<file path="src/rtl/tcfg_pkg.sv">
package tcfg_pkg;

  localparam int unsigned BYTE_W = 8;

  typedef enum logic [2:0] {
    PH_IDLE,
    PH_RX,
    PH_RX_ACK,
    PH_TX,
    PH_TX_ACK
  } phase_t;

  typedef enum logic [1:0] {
    BK_ADDR,
    BK_PTR,
    BK_DATA
  } bkind_t;

  // Power-up contents of the writable configuration bytes.
  function automatic logic [BYTE_W-1:0] cfg_reset_value(input int unsigned idx);
    case (idx)
      0:       return 8'h03;  // divider high byte
      1:       return 8'hB6;  // divider low byte
      5:       return 8'h04;  // reference divide by four
      6:       return 8'hC0;  // divide-by-4 LO, pump current from band search
      7:       return 8'hCC;  // band start 25, search enabled
      8:       return 8'h4B;  // filter corner code
      default: return 8'h00;
    endcase
  endfunction

endpackage

</file>
<file path="src/rtl/i2c_line_sync.sv">
module i2c_line_sync #(
  parameter int unsigned STAGES = 2
) (
  input  logic clk,
  input  logic rst,
  input  logic line_i,
  output logic level_o,
  output logic prev_o
);

  logic [STAGES-1:0] chain;

  always_ff @(posedge clk) begin
    if (rst) begin
      chain  <= '1;
      prev_o <= 1'b1;
    end else begin
      chain  <= {chain[STAGES-2:0], line_i};
      prev_o <= chain[STAGES-1];
    end
  end

  assign level_o = chain[STAGES-1];

endmodule

</file>
<file path="src/rtl/i2c_slave_fsm.sv">
module i2c_slave_fsm
  import tcfg_pkg::*;
#(
  parameter logic [5:0] DEV_BASE = 6'b110000
) (
  input  logic              clk,
  input  logic              rst,
  input  logic              scl_lvl,
  input  logic              scl_prv,
  input  logic              sda_lvl,
  input  logic              sda_prv,
  input  logic              addr_sel_i,
  input  logic [BYTE_W-1:0] rd_byte_i,
  output logic [BYTE_W-1:0] rd_addr_o,
  output logic              rd_take_o,
  output logic [BYTE_W-1:0] rd_take_addr_o,
  output logic              sda_oe_o,
  output logic              wr_en_o,
  output logic [BYTE_W-1:0] wr_addr_o,
  output logic [BYTE_W-1:0] wr_data_o,
  output logic              stop_o
);

  logic start_det, stop_det, scl_rise, scl_fall;
  assign start_det = scl_lvl & scl_prv & sda_prv & ~sda_lvl;
  assign stop_det  = scl_lvl & scl_prv & ~sda_prv & sda_lvl;
  assign scl_rise  = scl_lvl & ~scl_prv;
  assign scl_fall  = ~scl_lvl & scl_prv;

  phase_t            phase;
  bkind_t            kind;
  logic [3:0]        bit_cnt;
  logic [BYTE_W-1:0] shreg;
  logic [BYTE_W-1:0] ptr;
  logic              rnw;
  logic              more;

  assign rd_addr_o = ptr;

  always_ff @(posedge clk) begin
    if (rst) begin
      phase          <= PH_IDLE;
      kind           <= BK_ADDR;
      bit_cnt        <= '0;
      shreg          <= '0;
      ptr            <= '0;
      rnw            <= 1'b0;
      more           <= 1'b0;
      sda_oe_o       <= 1'b0;
      wr_en_o        <= 1'b0;
      wr_addr_o      <= '0;
      wr_data_o      <= '0;
      rd_take_o      <= 1'b0;
      rd_take_addr_o <= '0;
      stop_o         <= 1'b0;
    end else begin
      wr_en_o   <= 1'b0;
      rd_take_o <= 1'b0;
      stop_o    <= stop_det;
      if (stop_det) begin
        phase    <= PH_IDLE;
        sda_oe_o <= 1'b0;
      end else if (start_det) begin
        phase    <= PH_RX;
        kind     <= BK_ADDR;
        bit_cnt  <= '0;
        sda_oe_o <= 1'b0;
      end else begin
        case (phase)
          PH_RX: begin
            if (scl_rise) begin
              shreg   <= {shreg[BYTE_W-2:0], sda_lvl};
              bit_cnt <= bit_cnt + 4'd1;
            end else if (scl_fall && bit_cnt == 4'd8) begin
              bit_cnt <= '0;
              case (kind)
                BK_ADDR: begin
                  if (shreg[7:1] == {DEV_BASE, addr_sel_i}) begin
                    rnw      <= shreg[0];
                    sda_oe_o <= 1'b1;
                    phase    <= PH_RX_ACK;
                  end else begin
                    phase <= PH_IDLE;
                  end
                end
                BK_PTR: begin
                  ptr      <= shreg;
                  sda_oe_o <= 1'b1;
                  phase    <= PH_RX_ACK;
                end
                default: begin
                  wr_en_o   <= 1'b1;
                  wr_addr_o <= ptr;
                  wr_data_o <= shreg;
                  ptr       <= ptr + 8'd1;
                  sda_oe_o  <= 1'b1;
                  phase     <= PH_RX_ACK;
                end
              endcase
            end
          end
          PH_RX_ACK: begin
            if (scl_fall) begin
              if (kind == BK_ADDR && rnw) begin
                shreg          <= {rd_byte_i[BYTE_W-2:0], 1'b0};
                sda_oe_o       <= ~rd_byte_i[BYTE_W-1];
                rd_take_o      <= 1'b1;
                rd_take_addr_o <= ptr;
                ptr            <= ptr + 8'd1;
                bit_cnt        <= '0;
                phase          <= PH_TX;
              end else begin
                sda_oe_o <= 1'b0;
                kind     <= (kind == BK_ADDR) ? BK_PTR : BK_DATA;
                phase    <= PH_RX;
              end
            end
          end
          PH_TX: begin
            if (scl_rise) begin
              bit_cnt <= bit_cnt + 4'd1;
            end else if (scl_fall) begin
              if (bit_cnt == 4'd8) begin
                sda_oe_o <= 1'b0;
                bit_cnt  <= '0;
                phase    <= PH_TX_ACK;
              end else begin
                sda_oe_o <= ~shreg[BYTE_W-1];
                shreg    <= {shreg[BYTE_W-2:0], 1'b0};
              end
            end
          end
          PH_TX_ACK: begin
            if (scl_rise) begin
              more <= ~sda_lvl;
            end else if (scl_fall) begin
              if (more) begin
                shreg          <= {rd_byte_i[BYTE_W-2:0], 1'b0};
                sda_oe_o       <= ~rd_byte_i[BYTE_W-1];
                rd_take_o      <= 1'b1;
                rd_take_addr_o <= ptr;
                ptr            <= ptr + 8'd1;
                bit_cnt        <= '0;
                phase          <= PH_TX;
              end else begin
                phase <= PH_IDLE;
              end
            end
          end
          default: ;
        endcase
      end
    end
  end

endmodule

</file>
<file path="src/rtl/cfg_reg_bank.sv">
module cfg_reg_bank
  import tcfg_pkg::*;
#(
  parameter int unsigned NUM_WR     = 12,
  parameter int unsigned DIV_LO_IDX = 1
) (
  input  logic                          clk,
  input  logic                          rst,
  input  logic                          wr_en,
  input  logic [BYTE_W-1:0]             wr_addr,
  input  logic [BYTE_W-1:0]             wr_data,
  input  logic [BYTE_W-1:0]             rd_addr,
  input  logic                          rd_take,
  input  logic [BYTE_W-1:0]             rd_take_addr,
  input  logic                          stop_i,
  input  logic                          vas_ok_i,
  input  logic                          vas_idle_i,
  input  logic                          pll_lock_i,
  input  logic [4:0]                    vco_band_i,
  input  logic [2:0]                    adc_code_i,
  output logic [NUM_WR-1:0][BYTE_W-1:0] cfg_o,
  output logic [BYTE_W-1:0]             rd_data_o,
  output logic                          div_lo_wr_o,
  output logic                          por_o
);

  localparam int unsigned     IDX_W    = $clog2(NUM_WR);
  localparam logic [BYTE_W-1:0] ST1_ADDR = BYTE_W'(NUM_WR);
  localparam logic [BYTE_W-1:0] ST2_ADDR = BYTE_W'(NUM_WR + 1);

  for (genvar i = 0; i < NUM_WR; i++) begin : g_reg
    logic [BYTE_W-1:0] q;
    always_ff @(posedge clk) begin
      if (rst)                                   q <= cfg_reset_value(i);
      else if (wr_en && wr_addr == BYTE_W'(i))   q <= wr_data;
    end
    assign cfg_o[i] = q;
  end

  always_ff @(posedge clk) begin
    if (rst) div_lo_wr_o <= 1'b0;
    else     div_lo_wr_o <= wr_en && (wr_addr == BYTE_W'(DIV_LO_IDX));
  end

  logic st1_sent;
  always_ff @(posedge clk) begin
    if (rst) begin
      por_o    <= 1'b1;
      st1_sent <= 1'b0;
    end else if (stop_i) begin
      if (st1_sent) por_o <= 1'b0;
      st1_sent <= 1'b0;
    end else if (rd_take && rd_take_addr == ST1_ADDR) begin
      st1_sent <= 1'b1;
    end
  end

  always_comb begin
    if (rd_addr < ST1_ADDR)       rd_data_o = cfg_o[rd_addr[IDX_W-1:0]];
    else if (rd_addr == ST1_ADDR) rd_data_o = {por_o, vas_ok_i, vas_idle_i, pll_lock_i, 4'b0000};
    else if (rd_addr == ST2_ADDR) rd_data_o = {vco_band_i, adc_code_i};
    else                          rd_data_o = '0;
  end

endmodule

</file>
<file path="src/rtl/tuner_i2c_regs.sv">
module tuner_i2c_regs
  import tcfg_pkg::*;
#(
  parameter int unsigned NUM_WR      = 12,
  parameter int unsigned SYNC_STAGES = 2,
  parameter logic [5:0]  DEV_BASE    = 6'b110000
) (
  input  logic                          clk,
  input  logic                          rst,
  input  logic                          scl_i,
  input  logic                          sda_i,
  input  logic                          addr_sel_i,
  input  logic                          vas_ok_i,
  input  logic                          vas_idle_i,
  input  logic                          pll_lock_i,
  input  logic [4:0]                    vco_band_i,
  input  logic [2:0]                    adc_code_i,
  output logic                          sda_oe_o,
  output logic [NUM_WR-1:0][BYTE_W-1:0] cfg_regs_o,
  output logic                          div_lo_wr_o
);

  localparam int unsigned N_LINES = 2;

  logic [N_LINES-1:0] raw_l, lvl_l, prv_l;
  assign raw_l = {scl_i, sda_i};

  for (genvar g = 0; g < N_LINES; g++) begin : g_sync
    i2c_line_sync #(.STAGES(SYNC_STAGES)) u_sync (
      .clk     (clk),
      .rst     (rst),
      .line_i  (raw_l[g]),
      .level_o (lvl_l[g]),
      .prev_o  (prv_l[g])
    );
  end

  logic              wr_en, rd_take, stop_pulse, por_flag;
  logic [BYTE_W-1:0] wr_addr, wr_data, rd_addr, rd_take_addr, rd_byte;

  i2c_slave_fsm #(.DEV_BASE(DEV_BASE)) u_fsm (
    .clk            (clk),
    .rst            (rst),
    .scl_lvl        (lvl_l[1]),
    .scl_prv        (prv_l[1]),
    .sda_lvl        (lvl_l[0]),
    .sda_prv        (prv_l[0]),
    .addr_sel_i     (addr_sel_i),
    .rd_byte_i      (rd_byte),
    .rd_addr_o      (rd_addr),
    .rd_take_o      (rd_take),
    .rd_take_addr_o (rd_take_addr),
    .sda_oe_o       (sda_oe_o),
    .wr_en_o        (wr_en),
    .wr_addr_o      (wr_addr),
    .wr_data_o      (wr_data),
    .stop_o         (stop_pulse)
  );

  cfg_reg_bank #(.NUM_WR(NUM_WR), .DIV_LO_IDX(1)) u_bank (
    .clk          (clk),
    .rst          (rst),
    .wr_en        (wr_en),
    .wr_addr      (wr_addr),
    .wr_data      (wr_data),
    .rd_addr      (rd_addr),
    .rd_take      (rd_take),
    .rd_take_addr (rd_take_addr),
    .stop_i       (stop_pulse),
    .vas_ok_i     (vas_ok_i),
    .vas_idle_i   (vas_idle_i),
    .pll_lock_i   (pll_lock_i),
    .vco_band_i   (vco_band_i),
    .adc_code_i   (adc_code_i),
    .cfg_o        (cfg_regs_o),
    .rd_data_o    (rd_byte),
    .div_lo_wr_o  (div_lo_wr_o),
    .por_o        (por_flag)
  );

endmodule

</file>
<file path="config.mk">
export PLATFORM = sky130hd
export DESIGN_NAME = tuner_i2c_regs
export DESIGN_NICKNAME = d
export VERILOG_FILES = /design/src/rtl/tcfg_pkg.sv /design/src/rtl/i2c_line_sync.sv /design/src/rtl/i2c_slave_fsm.sv /design/src/rtl/cfg_reg_bank.sv /design/src/rtl/tuner_i2c_regs.sv
export SDC_FILE = /design/constraint.sdc
export NUM_CORES = 1
export LEC_CHECK = 0
export BUFFER_PORTS_ARGS = -buffer_cell sky130_fd_sc_hd__buf_2
export CAP_MARGIN = 10
export CORE_AREA = 2 2 127 129
export CTS_BUF_LIST = sky130_fd_sc_hd__clkbuf_2
export DETAILED_ROUTE_END_ITERATION = 10
export DIE_AREA = 0 0 129 131
export PLACE_DENSITY = 0.69
export SETUP_SLACK_MARGIN = 0.3
export SLEW_MARGIN = 20
export SYNTH_ARGS = -nofsm -noshare
export SYNTH_HDL_FRONTEND = slang
export SYNTH_SLANG_ARGS = --single-unit
</file>
<file path="constraint.sdc">
create_clock -name clk -period 2.6 [get_ports clk]
set_input_delay 0.52 -clock clk [delete_from_list [all_inputs] [get_ports clk]]
set_output_delay 0.52 -clock clk [all_outputs]
set_load 0.01 [all_outputs]
</file>
==> results.json, run 1 <==
{
  "outcome": "completed",
  "cp.arrival_ns": 2.80,
  "dp_cells": 1139,
  "first_iter_violations": 509,
  "drc": 0,
  "cts_buffer_depth": 2,
  "slew_violations": 0,
  "postLayoutCellArea_mm2": 0.00856,
  "final-seq-area_mm2": 0.00320,
  "synth_area_leader_cell": "dfxtp_1",
  "multiInputGateArea_mm2": 0.00395,
  "rr_endpoint": "u_fsm.rd_addr_o[1]",
  "cp-start-kind": "flop",
  "cts_root_buf": "clkbuf_2",
  "reg2reg_from": "u_fsm.phase[1]",
  "startpoint": "u_fsm.phase[1]",
  "setup-tns-final_ns": 0,
  "grt_pass1_vias": 6410,
  "synth_sequential_area_ratio_pct": 43.0,
  "finalSetupViolations": 0,
  "fin_crit_sh_pct": 81.9,
  "required_ns": 3.27,
  "std_cell_rows": 46,
  "grt_pass1_wl_um": 35300,
  "final_nets": 967,
  "firstDrtPassIters": 7,
  "ys_types": 71,
  "post_cts_buffers": 0,
  "avgRoutedWirePerCell_um": 19.1,
  "reg2reg_depth": 5,
  "numCtsBuffers": 17,
  "ant_nets": 0,
  "dieWidth_um": 129,
  "drive_gt1_share_pct": 22.0,
  "coreArea_mm2": 0.0156,
  "overflow": 0,
  "crit_end": "u_fsm.rd_addr_o[1]",
  "syn_avg_cell_area_um2": 8.70,
  "leakage_nw": 3.26,
  "antenna_found_initial": 1,
  "stdcell_count": 1176,
  "syn_area_mm2": 0.00745,
  "critical_path.max_fanout": 13,
  "postSynth.asyncResetShare_pct": 0,
  "clock.fmax_mhz": 470,
  "area_delta_synth_final_pct": 14.9,
  "holdCritStartpoint": "adc_code_i[1]",
  "post-dp-hpwl_um": 15200,
  "cts_tree": "yes",
  "avgViaCountPerCell": 5.83,
  "grt_usage_pct": 27.2,
  "crit_type": "reg -> reg",
  "ios": 114,
  "hold_path.class": "in -> reg",
  "fillers": 1455,
  "vdd_drop_max_mv": 0.351,
  "htree_levels": 4,
  "pre_cts_slack_ns": 0.400,
  "synth-edff-count": 0,
  "max-slew-margin-rel_pct": 50.0,
  "syn_nets": 878,
  "synth.area.top_cells": "dfxtp_1 43%, mux2i_1 8.9%, a21oi_1 5.6%, nand2_1 5.5%, mux4_2 4.5%",
  "rsz0062_at_grt": "true",
  "path_clk_slew_ns": 0.22,
  "ys_ff_latch": 160,
  "cts_sinks": 160,
  "grt_max_degree": 126,
  "clk_latency_ns": 0.79,
  "port_buffers": 113,
  "p_per_area_mw_per_mm2": 484,
  "worst_slack_ns": 0.471,
  "num_vias": 6861,
  "skew_ns": 0.0347,
  "place.gp.congestion": 0.899,
  "synth_top_area_share_pct": 43.0,
  "netlist_instances": 857,
  "synth_ff_type": "dfxtp_1",
  "die-area_mm2": 0.0169,
  "finalHoldViolCount": 0,
  "initial_core_util_pct": 47.8,
  "hold_path_depth": 4,
  "critPathCaptureType": "flop",
  "fin_util_pct": 54.9,
  "worst_pin_slew_ns": 0.749,
  "r2r_slack_ns": 0.47,
  "place_area_mm2": 0.00822,
  "dieHeight_um": 131,
  "yosys_warnings": 0,
  "maxCapViolations": 0,
  "finalWirelength_um": 22400,
  "finalCriticalPeriod_ns": 2.13
}
==> report_power, final <==
| group | internal (mW) | switching [mW] | leakage [nW] |
|---|---|---|---|
| Clock | 0.638 | 0.914 | 0.166 |
| Sequential | 2.47 | 0.00950 | 1.29 |
| Combinational | 0.0360 | 0.0811 | 1.81 |
==> repair_timing <==
item | 4_1_cts | 5_1_grt
setup endpoints to repair | 0 | 28
endpoints found under the hold margin | 7 | 0
hold buffers | 4 | 0
resized for setup | 0 | 5
==> worst min path at each step <==
stage	to	slack (ns)
finish	u_fsm.shreg[2]	0.12
global route	u_fsm.shreg[2]	0.12
CTS	u_fsm.shreg[2]	0.08
detailed placement	g_sync[0].u_sync.chain[1]	0.39
global placement	g_sync[0].u_sync.chain[1]	0.40
floorplan	g_sync[0].u_sync.chain[1]	0.39
==> kinds of logic after synthesis <==
logic type / count (synthesis) / synth area share, %
DFF: 160 / 43.0
AOI/OAI and AO/OA: 186 / 16.5
xor gates and xnor gates: 2 / 0.235
muxes: 81 / 13.4
adders and majority gates: 5 / 0.839
and+or+nand+nor: 342 / 21.5
buffers and inverters: 81 / 4.52
==> per-stage QoR <==
step | hold slack, ns | total power [mW]
5_1_grt | 0.122 | 4.28
3_3_place_gp | 0.398 | 2.63
3_5_place_dp | 0.394 | 2.63
2_1_floorplan | 0.389 | 2.59
4_1_cts | 0.0809 | 4.16
6_report | 0.122 | 4.14
==> worst max-delay path, cell delays in order (launching register included) <==
cell and delay [ns]:
dfxtp_1 0.61, xnor2_1 0.28, o21ai_1 0.29, and2_1 0.24, a2111oi_0 0.52, a211oi_2 0.09
==> synth_stat cells, drive strengths merged, types with 5 or more instances <==
master	number
o32ai	6
buf	21
inv	10
nor3	17
clkbuf	48
nor2b	12
a32oi	7
nand3	65
ha	5
a21oi	83
o2111ai	5
dfxtp	160
nand2	109
nor2	88
or2	12
o21ai	23
nand2b	5
mux2i	66
mux4	15
a21o	5
a211oi	13
nor3b	5
==> sequential cells by signal, summed over array words and instances, names as in the netlist, 4 cells and up <==
register / flops
g_sync.u_sync.chain: 4
u_fsm.rd_addr_o: 8
u_fsm.wr_addr_o: 8
u_fsm.bit_cnt: 4
u_fsm.shreg: 8
u_fsm.rd_take_addr_o: 8
u_fsm.wr_data_o: 8
u_bank.g.q: 96
==> cell type report <==
class                   instances  share of cell area [%]
inverters                      12                   0.526
diodes                          1                  0.0292
repair buffers                139                    9.47
clock buffers                  18                    1.05
well taps                     216                    3.16
clock inverters                14                    2.22
flip-flops and latches        160                    37.4
multi-input cells             616                    46.1
==> routing by layer <==
| metal | GRT usage (%) | up-vias | part of all wire [%] |
|---|---|---|---|
| met5 | 0 | - | 0 |
| met4 | 9.34 | 0 | 2.3 |
| met3 | 6.47 | 32 | 8.9 |
| met2 | 43.3 | 332 | 47 |
| met1 | 36.6 | 3250 | 42 |
| li1 | - | 3247 | - |
==> cells in the final DEF, fill, tap and decap left out, types with 14 or more instances in the layout <==
cell type	netlist	routed
nor2_1	88	87
mux4_2	15	15
a21oi_1	83	83
buf_4	4	20
buf_2	13	112
nor3_1	15	14
o21ai_0	22	22
dfxtp_1	160	159
nand3_1	65	65
clkbuf_2	1	18
mux2i_1	66	66
nand2_1	109	109
Power figures use the tool's default switching activity.
==> inputs of run 2 (changes only) <==
==> constraint.sdc (replaced) <==
create_clock -name clk -period 2.1 [get_ports clk]
set_input_delay 0.42 -clock clk [delete_from_list [all_inputs] [get_ports clk]]
set_output_delay 0.42 -clock clk [all_outputs]
set_load 0.01 [all_outputs]
==> run 2 against run 1 <==
  * Utilization increased by 8.8 points
  * Clock power increased by 10%
  * Combinational power increased by 62%
  * Power increased by 20%
  * Final cell count increased by 7.5%
  * Critical path type unchanged
  * Critical endpoint is now u_fsm.rd_addr_o[4]
  * Highest routed layer unchanged
==> results.json, run 2 (same netlist as run 1, synthesis figures left out) <==
{
  "outcome": "completed",
  "critPathCaptureType": "flop",
  "std_cell_rows": 46,
  "p_per_area_mw_per_mm2": 499,
  "clock.fmax_mhz": 520,
  "slew_violations": 0,
  "port_buffers": 113,
  "wl_met3_um": 2060,
  "drive_gt1_share_pct": 41.6,
  "dieHeight_um": 131,
  "ant_nets": 0,
  "crit_slowest_cell": "dfxtp_4",
  "grt_pass1_wl_um": 37100,
  "rsz0062_at_grt": "true",
  "max-slew-margin-rel_pct": 49.4,
  "setup-tns-final_ns": 0,
  "post-dp-hpwl_um": 16500,
  "first_iter_violations": 712,
  "wl_met2_um": 11600,
  "worst_pin_slew_ns": 0.758,
  "mostFrequentLayoutCell": "nand2_1",
  "ios": 114,
  "crit_type": "reg -> reg",
  "path_clk_slew_ns": 0.24,
  "slowest_delay_ns": 0.42,
  "m1WireLength_um": 10400,
  "clkPwrFrac_pct": 34.6,
  "overflow": 0,
  "dr.max_layer_used": "met4",
  "finalSetupViolations": 0,
  "r2r_slack_ns": 0.18,
  "coreArea_mm2": 0.0156,
  "initial_core_util_pct": 47.8,
  "p_sw_share_pct": 25.9,
  "rr_endpoint": "u_fsm.rd_addr_o[4]",
  "firstDrtPassIters": 7,
  "die-area_mm2": 0.0169,
  "crit_chain": "or3b_4, nor3_4, a31oi_4, or2_1, buf_6, o221a_1",
  "numCtsBuffers": 17,
  "cts_root_buf": "clkbuf_2",
  "leakage_nw": 3.91,
  "place.gp.congestion": 0.902,
  "skew_ns": 0.0333,
  "critical_path.max_fanout": 8,
  "grt_max_degree": 98,
  "maxCapViolations": 0,
  "pwr-share-comb_pct": 3.8,
  "cts_sinks": 160,
  "largest_register": "u_bank.g.q",
  "cp-start-kind": "flop",
  "antenna_found_initial": 1,
  "drc": 0,
  "place_area_mm2": 0.00869,
  "required_ns": 2.77,
  "cp.arrival_ns": 2.60,
  "largest_reg_flops": 96,
  "hold_path_depth": 4,
  "finalCriticalPeriod_ns": 1.92,
  "fin_crit_sh_pct": 91.6,
  "cts_tree": "yes",
  "internal_power_mw": 3.68,
  "finalWirelength_um": 24800,
  "p_sw_mw": 1.28,
  "hold_path_end": "u_fsm.shreg[3]",
  "avgRoutedWirePerCell_um": 19.6,
  "clk_latency_ns": 0.76,
  "dieWidth_um": 129,
  "hold_path.class": "in -> reg",
  "reg2reg_from": "u_fsm.phase[2]",
  "postLayoutCellArea_mm2": 0.00994,
  "avgViaCountPerCell": 5.81,
  "reg2reg_depth": 6,
  "grt_pass1_vias": 6762,
  "final_cell_mix": "103 x nand2_1, 102 x buf_2, 85 x nor2_1",
  "area_delta_synth_final_pct": 33.3,
  "p_total_mw": 4.96,
  "vdd_drop_max_mv": 0.371,
  "final_nets": 1055,
  "grt_usage_pct": 28.7,
  "num_vias": 7348,
  "holdCritStartpoint": "adc_code_i[2]",
  "cts_buffer_depth": 2,
  "htree_levels": 4,
  "power_frac_seq_pct": 61.6,
  "finalHoldViolCount": 0
}
[run 2: cell count changes in the layout (fill, tap and decap cells not counted), moves of 8 or more]
cell,delta
a21oi_1,-8
buf_2,-10
buf_4,+64
buf_6,+26
dfxtp_1,-81
dfxtp_2,+74
[run 2: area by class of cell]
class                           instances  area [um^2]
Fill cell                            1324         5660
Sequential cell                       160         3320
Tap cell                              216          270
Multi-Input combinational cell        616         4310
Antenna cell                            1         2.50
Clock inverter                         12          134
Timing Repair Buffer                  227         1750
Clock buffer                           20          100
Inverter                               12         47.5
[run 2: layer usage]
layer / track usage, % / vias to the layer above
li1: - / 3424
met1: 37.9 / 3482
met2: 45.9 / 382
met3: 6.92 / 60
met4: 10.8 / 0
met5: 0 / -
[run 2: power groups by stage]
stage,logic (mW),clock network [mW],registers (mW)
global route,0.202,1.86,3.06
global placement,0.153,0,3.12
CTS,0.172,1.74,3.06
detailed placement,0.153,0,3.12
floorplan,0.0929,0,3.12
finish,0.189,1.71,3.05
[run 2: worst max-delay path by stage]
stage	start	slack [ns]	end
floorplan	u_fsm.rd_addr_o[1]	0.11	u_fsm.sda_oe_o
global placement	u_fsm.rd_addr_o[7]	0.13	u_fsm.shreg[1]
detailed placement	u_fsm.phase[0]	0.1	u_fsm.rd_addr_o[7]
CTS	u_fsm.rd_addr_o[7]	0.21	u_fsm.shreg[2]
global route	u_fsm.rd_addr_o[5]	0.14	u_fsm.shreg[2]
finish	u_fsm.phase[2]	0.18	u_fsm.rd_addr_o[4]
[run 2: per-stage QoR]
stage          hold slack [ns]  utilization, %  instances  setup slack, ns
2_1_floorplan            0.389               -        857            0.109
4_1_cts                 0.0289            59.7       1241            0.215
3_5_place_dp             0.403            55.7       1188           0.0966
3_3_place_gp             0.396            55.7       1188            0.134
5_1_grt                0.00893            63.7       1264            0.142
6_report                0.0680            63.7       1264            0.176
[run 2: what timing repair did]
action | CTS | global route
pin swaps | 17 | 33
setup endpoints to repair | 95 | 180
endpoints found under the hold margin | 2 | 0
resized for setup | 53 | 140
gates cloned | 2 | 2
hold buffers | 2 | 0
setup buffers | 17 | 20
[run 2: worst max-delay path: cells and delay by family, from the launching register on]
kind | cells | cell delay (ns)
AND/OR/NAND/NOR | 3 | 0.88
flip-flops | 1 | 0.42
AO/OA/AOI/OAI | 2 | 0.39
buffers and inverters | 1 | 0.15
==> inputs of run 3 (changes only) <==
--- a/config.mk
+++ b/config.mk
@@ -11,6 +11,7 @@
 export CTS_BUF_LIST = sky130_fd_sc_hd__clkbuf_2
 export DETAILED_ROUTE_END_ITERATION = 10
 export DIE_AREA = 0 0 129 131
+export MAX_ROUTING_LAYER = met4
 export PLACE_DENSITY = 0.69
 export SETUP_SLACK_MARGIN = 0.3
 export SLEW_MARGIN = 20
==> run 3 against run 2 <==
  * Worst setup slack worse by 0.018 ns
  * First-iteration DRC count up 2.9%
  * Via count up 3.0%
  * Maximum frequency down 0.92%
  * Combinational power up 2%
  * Critical endpoint is now u_fsm.rd_addr_o[3]
  * Largest cell class unchanged
  * Largest power group unchanged
==> results.json, run 3 (same netlist as run 1, synthesis figures left out) <==
{
  "outcome": "completed",
  "final_nets": 1072,
  "std_cell_rows": 46,
  "area_delta_synth_final_pct": 40.8,
  "mostFrequentLayoutCell": "nand2_1",
  "finalSetupViolations": 0,
  "grt_pass1_wl_um": 36500,
  "dieHeight_um": 131,
  "setup-tns-final_ns": 0,
  "crit_chain": "or3b_4, nor3_4, a31oi_4, or2_1, buf_12, o221a_1",
  "initial_core_util_pct": 47.8,
  "holdCritStartpoint": "adc_code_i[0]",
  "crit_type": "reg -> reg",
  "drive_gt1_share_pct": 47.6,
  "avgRoutedWirePerCell_um": 20.1,
  "max-slew-margin-rel_pct": 36.3,
  "p_per_area_mw_per_mm2": 491,
  "worst_pin_slew_ns": 0.955,
  "firstDrtPassIters": 5,
  "fin_util_pct": 67.3,
  "ios": 114,
  "grt_max_degree": 120,
  "slew_violations": 0,
  "first_iter_violations": 733,
  "cp-start-kind": "flop",
  "grt_pass1_vias": 6573,
  "reg2reg_from": "u_fsm.phase[2]",
  "cp.arrival_ns": 2.61,
  "skew_ns": 0.0308,
  "path_clk_slew_ns": 0.24,
  "largest_register": "u_bank.g.q",
  "vdd_drop_max_mv": 0.335,
  "htree_levels": 4,
  "finalHoldViolCount": 0,
  "cts_root_buf": "clkbuf_2",
  "critPathCaptureType": "flop",
  "finalWirelength_um": 25800,
  "rr_endpoint": "u_fsm.rd_addr_o[3]",
  "critPathTopFamily": "simple AND/OR/NAND/NOR gates",
  "coreArea_mm2": 0.0156,
  "fin_crit_sh_pct": 92.5,
  "r2r_slack_ns": 0.16,
  "post-dp-hpwl_um": 16000,
  "ant_nets": 0,
  "cts_sinks": 160,
  "critical_path.max_fanout": 8,
  "finalCriticalPeriod_ns": 1.94,
  "die-area_mm2": 0.0169,
  "place.gp.congestion": 0.895,
  "maxCapViolations": 0,
  "p_total_mw": 5.15,
  "final_cell_mix": "98 x nand2_1, 97 x dfxtp_2, 94 x buf_4",
  "slowest_delay_ns": 0.43,
  "numCtsBuffers": 17,
  "reg2reg_depth": 6,
  "dieWidth_um": 129,
  "port_buffers": 113,
  "rsz0062_at_grt": "true",
  "crit_slowest_cell": "dfxtp_4",
  "leakage_nw": 4.06,
  "required_ns": 2.77,
  "overflow": 0,
  "clk_latency_ns": 0.75,
  "hold_path.class": "in -> reg",
  "cp.buffers_inverters": 1,
  "largest_reg_flops": 96,
  "cts_buffer_depth": 2,
  "hold_path_end": "u_fsm.shreg[1]",
  "avgViaCountPerCell": 5.91,
  "hold_path_depth": 4,
  "antenna_found_initial": 1,
  "clock.fmax_mhz": 515,
  "num_vias": 7568,
  "grt_usage_pct": 29.0,
  "cts_tree": "yes",
  "drc": 0
}
[run 3: cell type report]
class / instances / area, um^2
fill: 1196 / 5100
multi-input combinational: 616 / 4560
sequential: 160 / 3360
timing repair buffer: 244 / 1990
tap: 216 / 270
clock inverter: 12 / 166
clock buffer: 20 / 100
inverter: 12 / 47.5
antenna: 1 / 2.50
[run 3: worst max path at each step]
| stage | startpoint | to | slack (ns) | cells past startpoint |
|---|---|---|---|---|
| after floorplan | u_fsm.rd_addr_o[1] | u_fsm.sda_oe_o | 0.11 | 11 |
| after global placement | u_fsm.rd_addr_o[7] | u_fsm.sda_oe_o | 0.07 | 5 |
| after detailed placement | u_fsm.phase[2] | u_fsm.rd_addr_o[7] | 0.05 | 6 |
| after CTS | u_fsm.phase[2] | u_fsm.rd_addr_o[3] | 0.17 | 6 |
| after global routing | u_fsm.phase[2] | u_fsm.rd_addr_o[4] | 0.09 | 6 |
| final | u_fsm.phase[2] | u_fsm.rd_addr_o[3] | 0.16 | 6 |
[run 3: worst reg2reg max path: stages, from the launching register on]
cell and delay [ns]:
dfxtp_4 0.43, or3b_4 0.42, nor3_4 0.25, a31oi_4 0.13
or2_1 0.26, buf_12 0.15, o221a_1 0.23
[run 3: report_power, final]
group | internal [mW] | total (mW) | leakage (nW) | switching [mW]
logic | 0.0677 | 0.193 | 2.57 | 0.126
clock network | 0.785 | 1.90 | 0.161 | 1.12
registers | 3.04 | 3.05 | 1.33 | 0.0121
[run 3: through the flow]
stage               area [um^2]  hold WS [ns]  worst slack [ns]  cells
floorplan                  7550         0.389             0.109    857
global placement           8640         0.391            0.0667   1181
detailed placement         8640         0.399            0.0502   1181
CTS                        9230        0.0161             0.173   1229
global route              10500      -0.00229            0.0930   1281
finish                    10500        0.0643             0.158   1281
[run 3: routing by layer]
metal / part of all wire [%] / global-route usage (%) / vias to the layer above
met1: 41 / 37.7 / 3663
met3: 7.5 / 5.94 / 72
li1: - / - / 3465
met2: 48 / 45.6 / 368
met4: 3.8 / 9.46 / 0
met5: 0 / - / -
[run 3: repair_timing]
item,4_1_cts,5_1_grt
gates resized for setup,49,249
hold buffers,5,1
setup buffers,11,48
setup endpoints to repair,113,239
pin swaps,16,48
endpoints found under the hold margin,12,1
cloned,0,2
